File: config.mk
export PLATFORM = sky130hd
export DESIGN_NAME = burst_addr_seq
export DESIGN_NICKNAME = d
export VERILOG_FILES = /design/src/rtl/burst_seq_pkg.sv /design/src/rtl/seq_cmd_decode.sv /design/src/rtl/seq_ctrl_fsm.sv /design/src/rtl/seq_order_step.sv /design/src/rtl/burst_addr_seq.sv
export SDC_FILE = /design/constraint.sdc
export NUM_CORES = 1
export LEC_CHECK = 0
export BUFFER_PORTS_ARGS = -buffer_cell sky130_fd_sc_hd__buf_2
export CORE_ASPECT_RATIO = 0.7
export CORE_MARGIN = 10
export CORE_UTILIZATION = 42
export DETAILED_ROUTE_END_ITERATION = 10
export PLACE_DENSITY = 0.84
export SYNTH_ARGS = -nofsm -noshare
export SYNTH_HDL_FRONTEND = slang
export SYNTH_HIERARCHICAL = 1
export SYNTH_SLANG_ARGS = --single-unit
File: constraint.sdc
create_clock -name clk -period 1.1 [get_ports clk]
set_input_delay 0.055 -clock clk [delete_from_list [all_inputs] [get_ports clk]]
set_output_delay 0.055 -clock clk [all_outputs]
set_load 0.01 [all_outputs]
File: src/rtl/burst_seq_pkg.sv
package burst_seq_pkg;

    typedef enum logic {
        ST_IDLE  = 1'b0,
        ST_BURST = 1'b1
    } seq_state_e;

    typedef enum logic [1:0] {
        CMD_HOLD = 2'd0,
        CMD_LOAD = 2'd1,
        CMD_STOP = 2'd2,
        CMD_STEP = 2'd3
    } seq_cmd_e;

endpackage

File: src/rtl/seq_cmd_decode.sv
module seq_cmd_decode
    import burst_seq_pkg::*;
(
    input  logic     clk_en,
    input  logic     adv_ld,
    input  logic     chip_sel,
    output seq_cmd_e cmd
);

    always_comb begin
        if (!clk_en) begin
            cmd = CMD_HOLD;
        end else if (adv_ld) begin
            cmd = CMD_STEP;
        end else if (chip_sel) begin
            cmd = CMD_LOAD;
        end else begin
            cmd = CMD_STOP;
        end
    end

endmodule

File: src/rtl/seq_ctrl_fsm.sv
module seq_ctrl_fsm
    import burst_seq_pkg::*;
(
    input  logic       clk,
    input  logic       rst_n,
    input  seq_cmd_e   cmd,
    output seq_state_e state,
    output logic       load_en,
    output logic       step_en
);

    seq_state_e state_nxt;

    // State register
    always_ff @(posedge clk or negedge rst_n) begin
        if (!rst_n) begin
            state <= ST_IDLE;
        end else begin
            state <= state_nxt;
        end
    end

    // Next state and outputs
    always_comb begin
        state_nxt = state;
        load_en   = 1'b0;
        step_en   = 1'b0;
        unique case (state)
            ST_IDLE: begin
                unique case (cmd)
                    CMD_LOAD: begin             // OPEN
                        state_nxt = ST_BURST;
                        load_en   = 1'b1;
                    end
                    CMD_STOP: state_nxt = ST_IDLE; // CLOSE
                    CMD_STEP: state_nxt = ST_IDLE; // IGNORE
                    CMD_HOLD: state_nxt = ST_IDLE; // FREEZE
                endcase
            end
            ST_BURST: begin
                unique case (cmd)
                    CMD_LOAD: begin             // RELOAD
                        state_nxt = ST_BURST;
                        load_en   = 1'b1;
                    end
                    CMD_STOP: state_nxt = ST_IDLE; // CLOSE
                    CMD_STEP: begin             // STEP
                        state_nxt = ST_BURST;
                        step_en   = 1'b1;
                    end
                    CMD_HOLD: state_nxt = ST_BURST; // FREEZE
                endcase
            end
        endcase
    end

    // an advance in idle never opens a burst
    assert_idle_step_stays_R8: assert property (@(posedge clk) disable iff (!rst_n)
        (state == ST_IDLE && cmd == CMD_STEP) |=> state == ST_IDLE);

    // a deselect always closes
    assert_stop_closes_R7: assert property (@(posedge clk) disable iff (!rst_n)
        (cmd == CMD_STOP) |=> state == ST_IDLE);

endmodule

File: src/rtl/seq_order_step.sv
module seq_order_step #(
    parameter int BEAT_W = 2
) (
    input  logic [BEAT_W-1:0] start_low,
    input  logic [BEAT_W-1:0] beat_idx,
    input  logic              order_ilv,
    output logic [BEAT_W-1:0] low_out
);

    logic [BEAT_W-1:0] lin_low;
    logic [BEAT_W-1:0] ilv_low;

    assign lin_low = start_low + beat_idx;
    assign ilv_low = start_low ^ beat_idx;
    assign low_out = order_ilv ? ilv_low : lin_low;

endmodule

File: src/rtl/burst_addr_seq.sv
module burst_addr_seq
    import burst_seq_pkg::*;
#(
    parameter int AW        = 18,
    parameter int BURST_LEN = 4
) (
    input  logic          clk,
    input  logic          rst_n,
    input  logic          clk_en,
    input  logic          adv_ld,
    input  logic          chip_sel,
    input  logic [AW-1:0] ext_addr,
    input  logic          order_ilv,
    output logic [AW-1:0] cur_addr,
    output logic          burst_act
);

    localparam int BEAT_W = $clog2(BURST_LEN);

    seq_cmd_e          cmd;
    seq_state_e        state;
    logic              load_en;
    logic              step_en;
    logic [AW-1:0]     addr_q;
    logic [BEAT_W-1:0] start_q;
    logic [BEAT_W-1:0] beat_q;
    logic [BEAT_W-1:0] beat_nxt;
    logic [BEAT_W-1:0] low_nxt;

    seq_cmd_decode u_dec (
        .clk_en   (clk_en),
        .adv_ld   (adv_ld),
        .chip_sel (chip_sel),
        .cmd      (cmd)
    );

    seq_ctrl_fsm u_fsm (
        .clk     (clk),
        .rst_n   (rst_n),
        .cmd     (cmd),
        .state   (state),
        .load_en (load_en),
        .step_en (step_en)
    );

    assign beat_nxt = beat_q + BEAT_W'(1);

    seq_order_step #(.BEAT_W(BEAT_W)) u_step (
        .start_low (start_q),
        .beat_idx  (beat_nxt),
        .order_ilv (order_ilv),
        .low_out   (low_nxt)
    );

    always_ff @(posedge clk or negedge rst_n) begin
        if (!rst_n) begin
            addr_q  <= '0;
            start_q <= '0;
            beat_q  <= '0;
        end else if (load_en) begin
            addr_q  <= ext_addr;
            start_q <= ext_addr[BEAT_W-1:0];
            beat_q  <= '0;
        end else if (step_en) begin
            addr_q[BEAT_W-1:0] <= low_nxt;
            beat_q             <= beat_nxt;
        end
    end

    assign cur_addr  = addr_q;
    assign burst_act = (state == ST_BURST);

    // a disabled edge changes nothing
    assert_hold_stable_R9: assert property (@(posedge clk) disable iff (!rst_n)
        !clk_en |=> ($stable(cur_addr) && $stable(burst_act)));

    // a load captures the external address and opens a burst
    assert_load_capture_R2: assert property (@(posedge clk) disable iff (!rst_n)
        (clk_en && !adv_ld && chip_sel) |=> (burst_act && cur_addr == $past(ext_addr)));

    // a deselect keeps the address
    assert_stop_keeps_addr_R7: assert property (@(posedge clk) disable iff (!rst_n)
        (clk_en && !adv_ld && !chip_sel) |=> $stable(cur_addr));

    // an advance with no open burst is ignored
    assert_idle_advance_R8: assert property (@(posedge clk) disable iff (!rst_n)
        (clk_en && adv_ld && !burst_act) |=> ($stable(cur_addr) && !burst_act));

    // the upper bits do not move on a step
    assert_upper_fixed_R5: assert property (@(posedge clk) disable iff (!rst_n)
        (clk_en && adv_ld && burst_act) |=>
            (cur_addr[AW-1:BEAT_W] == $past(cur_addr[AW-1:BEAT_W]) && burst_act));

    // a linear step adds one to the low bits
    assert_linear_step_R3: assert property (@(posedge clk) disable iff (!rst_n)
        (clk_en && adv_ld && burst_act && !order_ilv) |=>
            cur_addr[BEAT_W-1:0] == $past(cur_addr[BEAT_W-1:0]) + BEAT_W'(1));

    // an interleaved step always flips at least one low bit
    assert_ilv_step_R4: assert property (@(posedge clk) disable iff (!rst_n)
        (clk_en && adv_ld && burst_act && order_ilv) |=>
            $countones(cur_addr[BEAT_W-1:0] ^ $past(cur_addr[BEAT_W-1:0])) != 0);

endmodule

### Word-level counts from Yosys, hierarchy flattened

Cells that the tools add are included.

* register bits: 23
* latch bits: 0
* RAM bits: 0
* bits in read-only memories: 0
* input bits: 24
* output and inout bits: 19
* logic and storage cells: 30
* memories: 0

* $add $sub $neg: 2
* $mul: 0
* div/mod/pow operators: 0
* $lt $le $gt $ge: 0
* equal/unequal tests: 3
* shift-type cells: 0
* mux-type cells: 14
* bitwise operators: 2
* reductions and logical operators: 4

Operators with widths (number)
* 2-bit two-way mux: 8
* 1-bit case mux with 2 select lines: 3
* 3-bit OR reduction: 2
* 2-bit == test (second input constant): 2
* 1-bit two-way mux: 3
* 2-bit by 1-bit adder with 2-bit output (second input constant): 1
* 2-bit adder: 1
* 2-bit by 1-bit == test with 1-bit output (second input constant): 1
* 2-bit zero test: 1
* 2-bit nonzero test: 1
* 2-bit XOR: 1
* 1-bit inverter: 1

### Longest topological paths before layout

Gate-level depths: netlist of run 1.

* depth in word-level cells: 8
* mapped depth: 7
* mapped depth without buffers: 6

### By module

Netlist of run 1, hierarchy kept.

By module, submodules not included
* burst_addr_seq: instances 1, cells each 59, area an instance 925.9 um2, sequential area each 550.5 um2
* seq_ctrl_fsm: instances 1, cells each 5, area an instance 56.3 um2, sequential area each 25.0 um2
* seq_order_step: instances 1, cells each 4, area an instance 36.3 um2, sequential area each 0.0 um2
* seq_cmd_decode: instances 1, cells each 3, area an instance 18.8 um2, sequential area each 0.0 um2

### Worst setup path after synthesis of run 1

OpenSTA, ideal clock, no wires.

* path type: register -> register
* from: reg beat_q[0]
* to: reg addr_q[1] (netlist: cur_addr[1])
* setup time: 0.126 ns
* data arrival time: 1.027 ns
* required time: 0.974 ns
* slack: -0.054 ns
* cell stages (with the launch flop): 7
* path buffers: 0
* period minus slack after synthesis: 1.154 ns
* path through: dfrtp_1 inv_1 ha_1 nor2b_1 xnor2_1 mux2i_1 o21ai_0

* cells in the longest elaborated chain, start to end: 5

RTL lines
* start, declared: line burst_addr_seq.sv:26 `logic [BEAT_W-1:0] beat_q;`
* start signal, assigned: line burst_addr_seq.sv:66 `beat_q <= beat_nxt;`
* 2-bit by 1-bit adder with 2-bit output: line burst_addr_seq.sv:46 `assign beat_nxt = beat_q + BEAT_W'(1);`
* via beat_nxt[0]: line burst_addr_seq.sv:27 `logic [BEAT_W-1:0] beat_nxt;`
* 2-bit adder: line seq_order_step.sv:13 `assign lin_low = start_low + beat_idx;`
* 2-bit two-way mux: line seq_order_step.sv:15 `assign low_out = order_ilv ? ilv_low : lin_low;`
* via low_nxt[1]: line burst_addr_seq.sv:28 `logic [BEAT_W-1:0] low_nxt;`
* 2-bit two-way mux: line burst_addr_seq.sv:64 `end else if (step_en) begin`
* 2-bit two-way mux: line burst_addr_seq.sv:60 `end else if (load_en) begin`
* end signal, assigned: line burst_addr_seq.sv:61 `addr_q <= ext_addr;`
* end signal, assigned by index: line burst_addr_seq.sv:65 `addr_q[BEAT_W-1:0] <= low_nxt;`
* end, declared: line burst_addr_seq.sv:24 `logic [AW-1:0] addr_q;`

The timed path passes the listed nets, and every way through them passes these cells. The select of a mux whose other input is x is not followed.
A chain may end at the register's enable or synchronous reset.

### Worst setup path in the final report of run 1

Same ends and word-level chain as after synthesis.

==> summary.txt, run 1 <==
Arrival time at the worst endpoint -> 1.39 ns
Post-Route WL -> 2.63 mm
Fin crit period -> 1.18 ns
Area contributors post-synth -> dfrtp_1 55%, mux2_4 17%, mux2_2 4.3%
DR vias -> 793
Worst-margin pin slew -> 0.501 ns
Share of layout cells above drive strength 1 -> 0.553
Failing checks -> negative setup slack
Skew-Pair Late Insertion Delay -> 0.31 ns
Cells after DPL -> 148
Starting density of the core -> 0.463
CTS tree -> yes
Commonest non-fill, non-tap cell in the layout -> buf_2
CP required -> 1.31 ns
#FFs+latches synth -> 23
First-pass GRT wire length -> 4.42 mm
Total CTS buffers -> 3
Synth Instances -> 71
Hold Path Class -> input port to async pin
Net Count, Synth -> 96
Outcome -> complete, but fails checks
Clk Tree Root Cell -> clkbuf_4
Slew HR -> 0.666
Asr flop ratio synth -> 1.00
Core area -> 0.00224 mm²
Drt pass-1 iters -> 4
Max cap viols -> 0
DIE AREA -> 0.00489 mm²
PD cells -> 1390 mW/mm²
Worst-path clk slew -> 0.11 ns
Unrepaired setup endpoints after global routing -> yes
Diodes inserted -> 0
Gp weighted congestion -> 0.682
Largest net degree at the start of global routing -> 24
DRC viols -> 0
Fin Setup TNS -> -0.0760 ns
Netlist Area Pre-Place -> 0.00104 mm²
Kind of critical path -> flip-flop to flip-flop
VDD IR max -> 1030 µV
Largest area contributor in the netlist -> dfrtp_1
Most frequent cells in the layout -> 42 x buf_2, 23 x dfrtp_1, 19 x dlygate4sd3_1
Setup Skew -> 0.00199 ns
Gr ovfl total -> 0
Vias in the first global route -> 926
Fin cells -> 173
Routed length per instance -> 15.2 µm
Unique masters post-synth -> 23
Avg Inst Size Synth -> 14.6 µm²
Antenna-violating nets left -> 0
Max clock buf depth -> 2
Post-synth top area share -> 0.555
Fmax -> 850 MHz
Period utilization -> 1.07
Detailed router's first-iteration violation count -> 22
Initial antenna violation count -> 0
Vias per Instance -> 4.58
Rows -> 14
Slew Viols, Final -> 0
Post-synthesis sequential area ratio -> 0.555
CP max stage cell -> dfrtp_1
Crit. End Element -> flip-flop
Largest stage delay on the critical path -> 0.41 ns
Post-Place Worst Slack -> -0.0981 ns
CP Max Fanout -> 3
Total track usage -> 0.117
Ys Warns -> 6
Dpl cell area -> 0.00132 mm²
Setup Viol. Count Final -> 1
Post-synth EDFFs -> 0
Post-route cell area -> 0.00157 mm²
Worst setup margin -> -0.0760 ns
Primary FF master, synth -> dfrtp_1
IO Pins -> 43
Die X -> 79.4 µm
Port bufs -> 42
H-tree level count -> 1
CP cell instances -> inv_2, ha_4, nor2b_4, xnor2_1, mux2i_1, o21ai_1
Area grow syn2layout -> 51.1%
Nets@finish -> 167
CTS Sinks -> 23
Pleak -> 0.776 nW
Final hold violations -> 0
Final HPWL DP -> 1.94 mm
Die height -> 61.6 µm
Critical path launch point type -> flip-flop
-- kinds of logic after synthesis --
| logic type | after synthesis | share of synthesized area |
|---|---|---|
| compound gates | 8 | 0.0483 |
| flops | 23 | 0.555 |
| fa+ha+maj | 2 | 0.0229 |
| buf+inv | 9 | 0.0639 |
| xor+xnor | 4 | 0.0338 |
| mux | 18 | 0.236 |
| simple gates | 7 | 0.0398 |
-- path summary, 6_finish.rpt --
path | startpoint | to | slack [ns] | cells past startpoint
max in group asynchronous | rst_n | cur_addr[10] | 0.53 | 2
setup / recovery | beat_q[0] | cur_addr[1] | -0.08 | 6
setup reg to reg | beat_q[0] | cur_addr[1] | -0.08 | 6
hold / removal | rst_n | cur_addr[1] | 0.23 | 2
hold reg to reg | cur_addr[16] | cur_addr[16] | 0.52 | 1
min in group clk | order_ilv | cur_addr[1] | 0.23 | 5
-- metal layers --
layer  vias up  share of wire  track usage
li1        378              -            -
met1       382           0.39        0.118
met2        29           0.51        0.209
met3         4          0.086       0.0610
met4         0          0.012       0.0382
met5         -              0            0
-- cells in the mapped netlist, drive strengths merged, types with 2 or more instances --
cell,n
dfrtp,23
mux2,16
inv,5
buf,4
o21ai,4
xnor2,3
mux2i,2
nand2,2
-- per-stage QoR --
step / utilization / hold WS (ns) / total power, W
2_1_floorplan: - / -0.241 / 0.00146
3_5_place_dp: 0.588 / 0.0548 / 0.00174
4_1_cts: 0.688 / 0.216 / 0.00219
3_3_place_gp: 0.588 / 0.0407 / 0.00170
6_report: 0.699 / 0.225 / 0.00218
5_1_grt: 0.699 / 0.261 / 0.00233
-- repair_timing --
| action | CTS | global route |
|---|---|---|
| gates resized for setup | 0 | 5 |
| buffers inserted | 1 | 1 |
| pin swaps | 1 | 2 |
| endpoints found under the hold margin | 43 | 0 |
| endpoints found under the setup margin | 1 | 3 |
| hold buffers | 19 | 0 |
-- cell type report --
type	count	area, µm²
inverters	5	18.8
flip-flops and latches	23	576
fillers	165	674
clock buffers	4	26.3
multi-input cells	39	427
repair buffers	70	480
well taps	32	40.0
-- flip-flops by register name, indices dropped and copies added (netlist names) --
signal       count
cur_addr        18
beat_q           2
start_q          2
u_fsm/state      1
-- report_power, final --
group	internal [W]	switching, W
registers	0.000993	0.0000911
logic	0.000421	0.000291
clock network	0.000142	0.000239
total	0.00156	0.000622
-- critical path: cells and delay by family (launching register included) --
family | cells | cell delay (ns)
compound gates | 1 | 0.07
fa+ha+maj | 1 | 0.15
flops | 1 | 0.41
xor+xnor | 1 | 0.11
buf+inv | 1 | 0.07
mux | 1 | 0.16
simple gates | 1 | 0.12
Note: power is estimated with default switching activity, not from simulation.
==> inputs of run 2 (changes only) <==
--- a/config.mk
+++ b/config.mk
@@ -5,12 +5,13 @@
 export SDC_FILE = /design/constraint.sdc
 export NUM_CORES = 1
 export LEC_CHECK = 0
-export BUFFER_PORTS_ARGS = -buffer_cell sky130_fd_sc_hd__buf_2
 export CORE_ASPECT_RATIO = 0.7
 export CORE_MARGIN = 10
-export CORE_UTILIZATION = 42
+export CORE_UTILIZATION = 45
 export DETAILED_ROUTE_END_ITERATION = 10
-export PLACE_DENSITY = 0.84
+export DONT_BUFFER_PORTS = 1
+export PLACE_DENSITY = 0.72
+export SLEW_MARGIN = 20
 export SYNTH_ARGS = -nofsm -noshare
 export SYNTH_HDL_FRONTEND = slang
 export SYNTH_HIERARCHICAL = 1
==> summary.txt, run 2 (same netlist as run 1, synthesis figures left out) <==
Max cap viols -> 0
Vias per Instance -> 4.89
Final HPWL DP -> 1.63 mm
VDD IR max -> 850 µV
Post-Route WL -> 2.21 mm
Largest register FFs -> 18
Total track usage -> 0.0970
Pleak -> 0.605 nW
Fin cells -> 130
Nets@finish -> 124
Routed length per instance -> 17.0 µm
Hold Path Class -> input port to flip-flop
Cells after DPL -> 105
Failing checks -> negative setup slack
Max clock buf depth -> 2
Antenna-violating nets left -> 0
Hold_ws -> 0.0954 ns
Worst reg2reg setup slack -> -0.11 ns
Power Total -> 0.00200 W
Switching power summed over all nets -> 0.000565 W
First-pass GRT wire length -> 3.54 mm
CP required -> 1.35 ns
Arrival time at the worst endpoint -> 1.46 ns
Detailed router's first-iteration violation count -> 26
CP Max Fanout -> 2
H-tree level count -> 1
CTS tree -> yes
Gr ovfl total -> 0
Commonest non-fill, non-tap cell in the layout -> dfrtp_1
Die X -> 77.4 µm
Starting density of the core -> 0.478
Worst-margin pin slew -> 0.503 ns
Met2 wire len -> 1.20 mm
Net Sw Frac -> 0.283
Rows -> 14
Fin crit period -> 1.21 ns
PD cells -> 1480 mW/mm²
Slew HR -> 0.665
Share of layout cells above drive strength 1 -> 0.337
WL met1 -> 797 µm
Period utilization -> 1.10
Clock Power Share -> 0.191
Unrepaired setup endpoints after global routing -> yes
Gp weighted congestion -> 0.637
Final hold violations -> 0
Outcome -> complete, but fails checks
Fmax -> 829 MHz
Vias in the first global route -> 704
DRC viols -> 0
Total CTS buffers -> 3
Critical path launch point type -> flip-flop
Largest net degree at the start of global routing -> 24
Kind of critical path -> flip-flop to flip-flop
Met3 WL -> 209 µm
Slew Viols, Final -> 0
Skew-Pair Late Insertion Delay -> 0.31 ns
Top Metal Used -> met4
Diodes inserted -> 0
DIE AREA -> 0.00466 mm²
Die height -> 60.2 µm
CTS Sinks -> 23
Flop pwr share -> 0.584
Internal Power -> 0.00143 W
Gate power share -> 0.225
Worst setup margin -> -0.106 ns
Drt pass-1 iters -> 3
Area grow syn2layout -> 29.8%
Most frequent cells in the layout -> 23 x dfrtp_1, 19 x dlygate4sd3_1, 12 x mux2_4
Initial antenna violation count -> 0
Crit. End Element -> flip-flop
Clk Tree Root Cell -> clkbuf_4
Core area -> 0.00217 mm²
Setup Skew -> 0.000795 ns
Port bufs -> 0
Setup Viol. Count Final -> 1
DR vias -> 636
IO Pins -> 43
Worst-path clk slew -> 0.13 ns
run 2: cell types whose count changed in the layout (fill, tap and decap cells not counted), sizes merged:
cell  change
buf      -43
run 2: power groups by stage:
stage / Clock [W] / Combinational (W) / Sequential [W]
floorplan: 0 / 0.000307 / 0.00115
global placement: 0 / 0.000358 / 0.00119
detailed placement: 0 / 0.000382 / 0.00119
CTS: 0.000402 / 0.000452 / 0.00118
global route: 0.000443 / 0.000488 / 0.00119
finish: 0.000382 / 0.000449 / 0.00117
run 2: what timing repair did:
item / 4_1_cts / 5_1_grt
hold buffers: 19 / 1
setup buffers: 0 / 1
endpoints found under the hold margin: 43 / 23
gates resized for setup: 0 / 1
pin swaps: 0 / 3
setup endpoints to repair: 1 / 3
run 2: per-layer routing:
metal | up-vias | GRT usage
met5 | - | 0
met4 | 0 | 0.0233
met3 | 2 | 0.0599
met2 | 23 | 0.176
met1 | 318 | 0.0933
li1 | 293 | -
run 2: path summary, 6_finish.rpt:
check / start / endpoint / depth (start not counted)
max in group asynchronous: rst_n / cur_addr[12] / 2
min in group asynchronous: rst_n / u_fsm/state / 2
setup reg to reg: beat_q[1] / cur_addr[1] / 5
setup / recovery: beat_q[1] / cur_addr[1] / 5
hold reg to reg: start_q[0] / start_q[0] / 2
hold / removal: order_ilv / cur_addr[1] / 4
run 2: area by class of cell:
| class | count | area (µm²) |
|---|---|---|
| multi-input combinational | 39 | 413 |
| timing repair buffer | 27 | 273 |
| fill | 182 | 826 |
| inverter | 5 | 18.8 |
| clock buffer | 4 | 26.3 |
| sequential | 23 | 576 |
| tap | 32 | 40.0 |
run 2: critical path, stage by stage (launching register included):
cell and delay (ns):
dfrtp_1 0.41, xor2_1 0.18, xnor2_1 0.20, xnor2_1 0.15, mux2i_1 0.09, o21ai_1 0.12
run 2: through the flow:
step	setup slack (ns)	util	instance area [µm²]	setup TNS, ns
finish	-0.106	0.620	1350	-0.106
global route	-0.185	0.620	1350	-0.201
CTS	-0.130	0.612	1330	-0.130
detailed placement	-0.102	0.513	1110	-0.102
global placement	-0.00795	0.513	1110	-0.00795
floorplan	-0.0423	-	1050	-0.119
